**src/rtl/fpu_cc_pkg.sv**
```systemverilog
package fpu_cc_pkg;
  parameter int STATUS_W    = 32;
  parameter int NUM_CC      = 8;
  parameter int CC_SEL_W    = $clog2(NUM_CC);
  parameter int CTL_IDX_W   = 5;
  parameter int STATUS_IDX  = 31;
  parameter int RO_LIMIT    = 16;
  parameter int CC0_POS     = 23;
  parameter int CC_HI_BASE  = 24;
  parameter logic [STATUS_W-1:0] WR_MASK  = 32'h0083C078;
  parameter logic [STATUS_W-1:0] IMPL_REV = 32'h0000_2E30;

  // Bit position of condition code k inside the status word.
  function automatic int ccPos(input int k);
    return (k == 0) ? CC0_POS : CC_HI_BASE + k;
  endfunction

  typedef enum logic [1:0] {
    BR_ON_FALSE   = 2'd0,
    BR_ON_TRUE    = 2'd1,
    BR_FALSE_LIKE = 2'd2,
    BR_TRUE_LIKE  = 2'd3
  } brVariant_e;

  // Strobes from control to datapath.
  typedef struct packed {
    logic                 wrStatus;
    logic [STATUS_W-1:0]  wrData;
    logic                 cmpUpdate;
    logic [CC_SEL_W-1:0]  cmpCc;
    logic                 cmpValue;
  } ccStrobe_t;
endpackage

```
**src/rtl/fpu_cc_ctrl.sv**
```systemverilog
module fpu_cc_ctrl
  import fpu_cc_pkg::*;
(
  input  logic                 clk,
  input  logic                 rst,
  input  logic                 ctlWrEn,
  input  logic [CTL_IDX_W-1:0] ctlWrIdx,
  input  logic [STATUS_W-1:0]  ctlWrData,
  input  logic                 cmpValid,
  input  logic [CC_SEL_W-1:0]  cmpCc,
  input  logic                 cmpAlwaysFalse,
  input  logic                 cmpResult,
  input  logic                 brValid,
  input  logic [CC_SEL_W+1:0]  brField,
  input  logic [NUM_CC-1:0]    ccVec,
  output ccStrobe_t            strobe,
  output logic                 illegalWr,
  output logic                 brTaken,
  output logic                 brNullify
);
  logic       hitStatus;
  logic       badWrite;
  logic       illegalQ;
  logic       selCc;
  brVariant_e variant;
  logic       condMet;

  assign hitStatus = (ctlWrIdx == CTL_IDX_W'(STATUS_IDX));
  assign badWrite  = ctlWrEn && !hitStatus;

  always_comb begin
    strobe.wrStatus  = ctlWrEn && hitStatus;
    strobe.wrData    = ctlWrData;
    strobe.cmpUpdate = cmpValid;
    strobe.cmpCc     = cmpCc;
    strobe.cmpValue  = cmpResult && !cmpAlwaysFalse;
  end

  always_ff @(posedge clk) begin
    if (rst) illegalQ <= 1'b0;
    else     illegalQ <= badWrite;
  end
  assign illegalWr = illegalQ;

  // Branch evaluation
  assign variant   = brVariant_e'(brField[1:0]);
  assign selCc     = ccVec[brField[CC_SEL_W+1:2]];
  assign condMet   = (selCc == variant[0]);
  assign brTaken   = brValid && condMet;
  assign brNullify = brValid && variant[1] && !condMet;

  a_r3_illegal_pulse: assert property (@(posedge clk) disable iff (rst)
    (ctlWrEn && ctlWrIdx != CTL_IDX_W'(STATUS_IDX)) |=> illegalWr);
  a_r3_no_false_pulse: assert property (@(posedge clk) disable iff (rst)
    !(ctlWrEn && ctlWrIdx != CTL_IDX_W'(STATUS_IDX)) |=> !illegalWr);
  a_r11_nullify_only_untaken: assert property (@(posedge clk) disable iff (rst)
    brNullify |-> (!brTaken && brField[1]));
  a_r10_idle_no_branch: assert property (@(posedge clk) disable iff (rst)
    !brValid |-> (!brTaken && !brNullify));
endmodule

```
**src/rtl/fpu_cc_datapath.sv**
```systemverilog
module fpu_cc_datapath
  import fpu_cc_pkg::*;
(
  input  logic                 clk,
  input  logic                 rst,
  input  ccStrobe_t            strobe,
  input  logic                 rdValid,
  input  logic                 rdFromCtl,
  input  logic [CTL_IDX_W-1:0] rdIdx,
  input  logic [4:0]           rdDest,
  input  logic [STATUS_W-1:0]  fprData,
  input  logic                 mode64,
  output logic [NUM_CC-1:0]    ccVec,
  output logic                 gprWrEn,
  output logic [4:0]           gprWrDest,
  output logic [2*STATUS_W-1:0] gprWrData
);
  logic [STATUS_W-1:0] statusQ;
  logic [STATUS_W-1:0] afterCmp;
  logic [STATUS_W-1:0] statusNxt;
  logic [STATUS_W-1:0] cmpMask;
  logic [STATUS_W-1:0] srcWord;

  // Per-code mask and code vector
  for (genvar k = 0; k < NUM_CC; k++) begin : g_cc
    assign cmpMask[ccPos(k)] = (strobe.cmpCc == CC_SEL_W'(k));
    assign ccVec[k]          = statusQ[ccPos(k)];
  end
  for (genvar b = 0; b < STATUS_W; b++) begin : g_fill
    if (b != CC0_POS && !(b > CC_HI_BASE && b < CC_HI_BASE + NUM_CC)) begin : g_zero
      assign cmpMask[b] = 1'b0;
    end
  end

  always_comb begin
    afterCmp = statusQ;
    if (strobe.cmpUpdate)
      afterCmp = strobe.cmpValue ? (statusQ | cmpMask) : (statusQ & ~cmpMask);
    statusNxt = afterCmp;
    if (strobe.wrStatus)
      statusNxt = (afterCmp & ~WR_MASK) | (strobe.wrData & WR_MASK);
  end

  always_ff @(posedge clk) begin
    if (rst) statusQ <= '0;
    else     statusQ <= statusNxt;
  end

  // Move to general register
  always_comb begin
    if (rdFromCtl)
      srcWord = (rdIdx < CTL_IDX_W'(RO_LIMIT)) ? IMPL_REV : statusQ;
    else
      srcWord = fprData;
    gprWrEn   = rdValid && (rdDest != 5'd0);
    gprWrDest = rdDest;
    if (mode64)
      gprWrData = {{STATUS_W{srcWord[STATUS_W-1]}}, srcWord};
    else
      gprWrData = {{STATUS_W{1'b0}}, srcWord};
  end

  a_r2_unmasked_hold: assert property (@(posedge clk) disable iff (rst)
    (strobe.wrStatus && !strobe.cmpUpdate) |=>
      ((statusQ & ~WR_MASK) == ($past(statusQ) & ~WR_MASK)));
  a_r8_cmp_lands: assert property (@(posedge clk) disable iff (rst)
    (strobe.cmpUpdate && !strobe.wrStatus) |=>
      ((statusQ & $past(cmpMask)) == ($past(strobe.cmpValue) ? $past(cmpMask) : '0)));
  a_r1_bit24_untouched: assert property (@(posedge clk) disable iff (rst)
    (strobe.cmpUpdate && !strobe.wrStatus) |=> $stable(statusQ[CC_HI_BASE]));
  a_r1_one_code: assert property (@(posedge clk) disable iff (rst)
    strobe.cmpUpdate |-> $onehot0(cmpMask));
  a_r7_no_zero_dest: assert property (@(posedge clk) disable iff (rst)
    gprWrEn |-> (gprWrDest != 5'd0));
  a_r3_idle_hold: assert property (@(posedge clk) disable iff (rst)
    (!strobe.wrStatus && !strobe.cmpUpdate) |=> $stable(statusQ));
endmodule

```
**src/rtl/fpu_cc_unit.sv**
```systemverilog
module fpu_cc_unit
  import fpu_cc_pkg::*;
(
  input  logic        clk,
  input  logic        rst,
  input  logic        ctlWrEn,
  input  logic [4:0]  ctlWrIdx,
  input  logic [31:0] ctlWrData,
  output logic        illegalWr,
  input  logic        cmpValid,
  input  logic [2:0]  cmpCc,
  input  logic        cmpAlwaysFalse,
  input  logic        cmpResult,
  input  logic        brValid,
  input  logic [4:0]  brField,
  output logic        brTaken,
  output logic        brNullify,
  input  logic        rdValid,
  input  logic        rdFromCtl,
  input  logic [4:0]  rdIdx,
  input  logic [4:0]  rdDest,
  input  logic [31:0] fprData,
  input  logic        mode64,
  output logic        gprWrEn,
  output logic [4:0]  gprWrDest,
  output logic [63:0] gprWrData
);
  ccStrobe_t         strobe;
  logic [NUM_CC-1:0] ccVec;

  fpu_cc_ctrl u_ctrl (
    .clk(clk), .rst(rst),
    .ctlWrEn(ctlWrEn), .ctlWrIdx(ctlWrIdx), .ctlWrData(ctlWrData),
    .cmpValid(cmpValid), .cmpCc(cmpCc), .cmpAlwaysFalse(cmpAlwaysFalse),
    .cmpResult(cmpResult), .brValid(brValid), .brField(brField),
    .ccVec(ccVec), .strobe(strobe), .illegalWr(illegalWr),
    .brTaken(brTaken), .brNullify(brNullify)
  );

  fpu_cc_datapath u_dp (
    .clk(clk), .rst(rst), .strobe(strobe),
    .rdValid(rdValid), .rdFromCtl(rdFromCtl), .rdIdx(rdIdx),
    .rdDest(rdDest), .fprData(fprData), .mode64(mode64),
    .ccVec(ccVec), .gprWrEn(gprWrEn), .gprWrDest(gprWrDest),
    .gprWrData(gprWrData)
  );
endmodule

```
**config.mk**
```make
export PLATFORM = sky130hd
export DESIGN_NAME = fpu_cc_unit
export DESIGN_NICKNAME = d
export VERILOG_FILES = /design/src/rtl/fpu_cc_pkg.sv /design/src/rtl/fpu_cc_ctrl.sv /design/src/rtl/fpu_cc_datapath.sv /design/src/rtl/fpu_cc_unit.sv
export SDC_FILE = /design/constraint.sdc
export NUM_CORES = 1
export LEC_CHECK = 0
export CAP_MARGIN = 40
export CORE_MARGIN = 2
export CORE_UTILIZATION = 25
export DETAILED_ROUTE_END_ITERATION = 8
export GPL_TIMING_DRIVEN = 0
export PLACE_DENSITY = 0.85
export SKIP_LAST_GASP = 1
export SYNTH_ARGS = -nofsm -noshare
export SYNTH_HDL_FRONTEND = slang
export SYNTH_SLANG_ARGS = --single-unit
export TNS_END_PERCENT = 20
```
**constraint.sdc**
```tcl
create_clock -name clk -period 1.85 [get_ports clk]
set_input_delay 0.2775 -clock clk [delete_from_list [all_inputs] [get_ports clk]]
set_output_delay 0.2775 -clock clk [all_outputs]
set_load 0.05 [all_outputs]
```
==> key figures, run 1 <==
Cells and area
  – Ratio of cells with drive above 1 in the final layout: 0.303
  – Nets: 444
  – Diode count: 0
  – Layout Area Growth over Synthesis: 109%
  – Final instance area: 3080 um2
  – # fillers: 553
  – Finished Core Util: 0.549

Logic synthesis
  – Top-count cell post-synth: buf_4
  – Syn avg cell area: 7.44 um2
  – Yosys top cell by area: dfxtp_1
  – Syn Std Cell Area: 1470 um2
  – Synth top area share: 0.231
  – Synth Flop Type: dfxtp_1
  – Fraction of registers with async set/reset: 0
  – Seq/Total Area, Yosys: 0.231
  – Cells after synthesis: 198
  – Synth area leaders: dfxtp_1, buf_4, mux2i_1
  – Synthesized net count: 295
  – Post-synth EDFFs: 0
  – Synth cell count leaders: buf_4, inv_1, mux2i_1, nor2_1, o21ai_0
  – Yosys reg bits: 17
  – Warnings, synthesis: 0
  – Distinct cells, synth: 31

GRT
  – Grt ovf: 0
  – Initial antenna violation count: 0
  – Vias in the first global route: 1855
  – Total global-route track usage: 0.159
  – Largest net degree at the start of global routing: 17
  – First-pass GRT wire length: 8310 um

Power and ir drop
  – Leakage: 1.45 nW
  – Pwr/cell area: 454 nW/um2
  – VDD IR max: 0.424 mV

Hold path
  – Worst Hold Class: in2reg
  – Worst Hold Path Cells: 2
  – Worst Hold End: u_dp.statusQ[4]
  – HP Start: rst

Worst setup path
  – Crit. path cell count: 3
  – Worst Path Buf+Inv: 2
  – CP max stage cell: clkdlybuf4s50_1
  – Crit-path cells: clkdlybuf4s50_1 > nor2b_1 > clkdlybuf4s50_1
  – Crit path required time: 1.57 ns
  – Crit path DAT: 1.72 ns
  – Worst R2R Setup Slack: 1.08 ns
  – CP Class: in2out
  – Crit-path max FO: 1
  – CP Capture Type: output port
  – Critical Path Source Type: input port
  – Top delay family on crit path: buffers and inverters
  – Slowest stage delay, CP: 0.84 ns
  – CP dominant cell by count: clkdlybuf4s50_1
  – FF-to-FF path depth: 3

Timing
  – Period minus WS final: 2.00 ns
  – Final Max Slew Viols: 0
  – Slew @ Worst Pin: 0.523 ns
  – Setup WS post-layout: -0.151 ns
  – Setup Skew: 0 ns
  – Tcrit/Tclk final: 1.08
  – Final Setup Violations: 48
  – Slew headroom: 0.651
  – RSZ-0062 raised after global routing: true
  – Final Hold Vio Count: 0
  – FMAX: 0.500 GHz

Clock tree
  – Clock Tree Buf Depth: 2
  – Clk_lat worst skew: 0.25 ns
  – CTS tree: yes
  – Clock Sinks: 17
  – CTS clock-pin slew for the worst setup and hold paths: 0.06 ns
  – CTS buffer count: 3
  – Clk root buf: clkbuf_8
  – H-tree Lvls: 1

Outcome
  – Status: finished with violations
  – Failing checks: setup timing

Route
  – Vias: 1831
  – ANT nets after route: 0
  – First DRT Iteration DRCs: 23
  – Wire per inst: 12.7 um
  – Vias per cell: 4.38
  – Post-route DRC: 0
  – Detailed Route WL: 5300 um
  – Drt pass-1 iters: 6

Die
  – DIE AREA: 6530 um2
  – Die H: 80.8 um
  – # IOs: 170
  – Starting Density: 0.263
  – Cell Rows: 27
  – Core area: 5610 um2
  – Die width: 80.8 um

Placement
  – Count of input and output buffers: 139
  – Placed Area: 2980 um2
  – Post-DP HPWL: 4220 um
  – Gpl congestion: 0.744

Run
  – Max-cap check violation count: 0
-- report_power, final --
part           switching (mW)  internal [mW]  leakage (nW)
Clock                   0.123          0.153        0.0228
Sequential            0.00246          0.371         0.139
Combinational           0.432          0.318          1.29
-- layout by cell type (no fill, tap or decap), drive strengths merged, types with 2 or more instances in the layout --
cell           Yosys  layout
a31oi              2       2
and2               1       2
buf               37      56
clkbuf            10      19
clkdlybuf4s15      0      22
clkdlybuf4s50      0      83
dfxtp             17      17
dlygate4sd2        0       8
dlymetal6s2s       0       6
inv               20      20
mux2               2       2
mux2i             19      19
nand2              2       2
nand2b             3       3
nand3             16      16
nand4b             3       3
nor2              18      18
nor2b             14      14
nor3b              2       2
nor4bb             2       2
o21ai             18      18
-- cell families (layout without fill, tap and decap cells) --
logic type / Yosys count / in the layout / synth area share
buf+inv: 67 / 214 / 0.263
compound gates: 24 / 24 / 0.0891
flops: 17 / 17 / 0.231
simple gates: 69 / 70 / 0.273
mux: 21 / 21 / 0.144
-- layer usage --
metal / part of all wire / vias up / wire, um / GRT usage
met3: 0.11 / 2 / 565 / 0.0489
li1: - / 919 / - / -
met1: 0.37 / 819 / 1950 / 0.170
met4: 0.0023 / 0 / 12 / 0.0203
met5: 0 / - / 0 / 0
met2: 0.52 / 91 / 2770 / 0.312
-- what timing repair did --
item	4_1_cts	5_1_grt
pin swaps	2	0
endpoints found under the setup margin	72	59
endpoints found under the hold margin	0	0
cloned	1	0
hold buffers	0	0
resized for setup	183	23
buffers inserted	4	0
-- worst register-to-register path: stages, from the launching register on --
cell and delay (ns):
dfxtp_2 0.32, buf_4 0.13, mux2i_1 0.14, nor2_1 0.05
-- per-stage QoR --
stage	TNS [ns]	hold slack (ns)	power (mW)	cells	setup WS, ns
3_5_place_dp	-32.72	0.486	1.14	409	-1.16
6_report	-4.15	0.368	1.40	418	-0.151
5_1_grt	-7.34	0.391	1.47	418	-0.213
3_3_place_gp	-31.59	0.475	1.14	409	-1.12
4_1_cts	-7.01	0.378	1.41	418	-0.197
2_1_floorplan	-0.153	0.365	0.819	198	-0.0764
-- how the worst max path moves through the flow --
stage	to	from	slack [ns]
6_report	gprWrData[8]	fprData[8]	-0.15
5_1_grt	gprWrData[30]	rdIdx[4]	-0.21
4_1_cts	gprWrData[9]	fprData[9]	-0.20
3_5_place_dp	brTaken	brField[2]	-1.16
3_3_place_gp	brTaken	brField[2]	-1.12
2_1_floorplan	brNullify	flip-flop	-0.08
-- final cells by class --
type	instances	area, um2	area share
plain buffers	47	317	0.103
flip-flops and latches	17	345	0.112
multi-input cells	115	812	0.264
repair buffers	143	1400	0.453
clock buffers	4	45.0	0.0146
well taps	72	90.1	0.0293
inverters	20	75.1	0.0244
Note: power is estimated with default switching activity, not from simulation.
==> inputs of run 2 (changes only) <==
--- a/config.mk
+++ b/config.mk
@@ -9,6 +9,7 @@
 export CORE_MARGIN = 2
 export CORE_UTILIZATION = 25
 export DETAILED_ROUTE_END_ITERATION = 8
+export GPL_ROUTABILITY_DRIVEN = 0
 export GPL_TIMING_DRIVEN = 0
 export PLACE_DENSITY = 0.85
 export SKIP_LAST_GASP = 1
==> results of run 2 <==
Same layout as run 1: the final DEF is identical, and so are final timing and power.
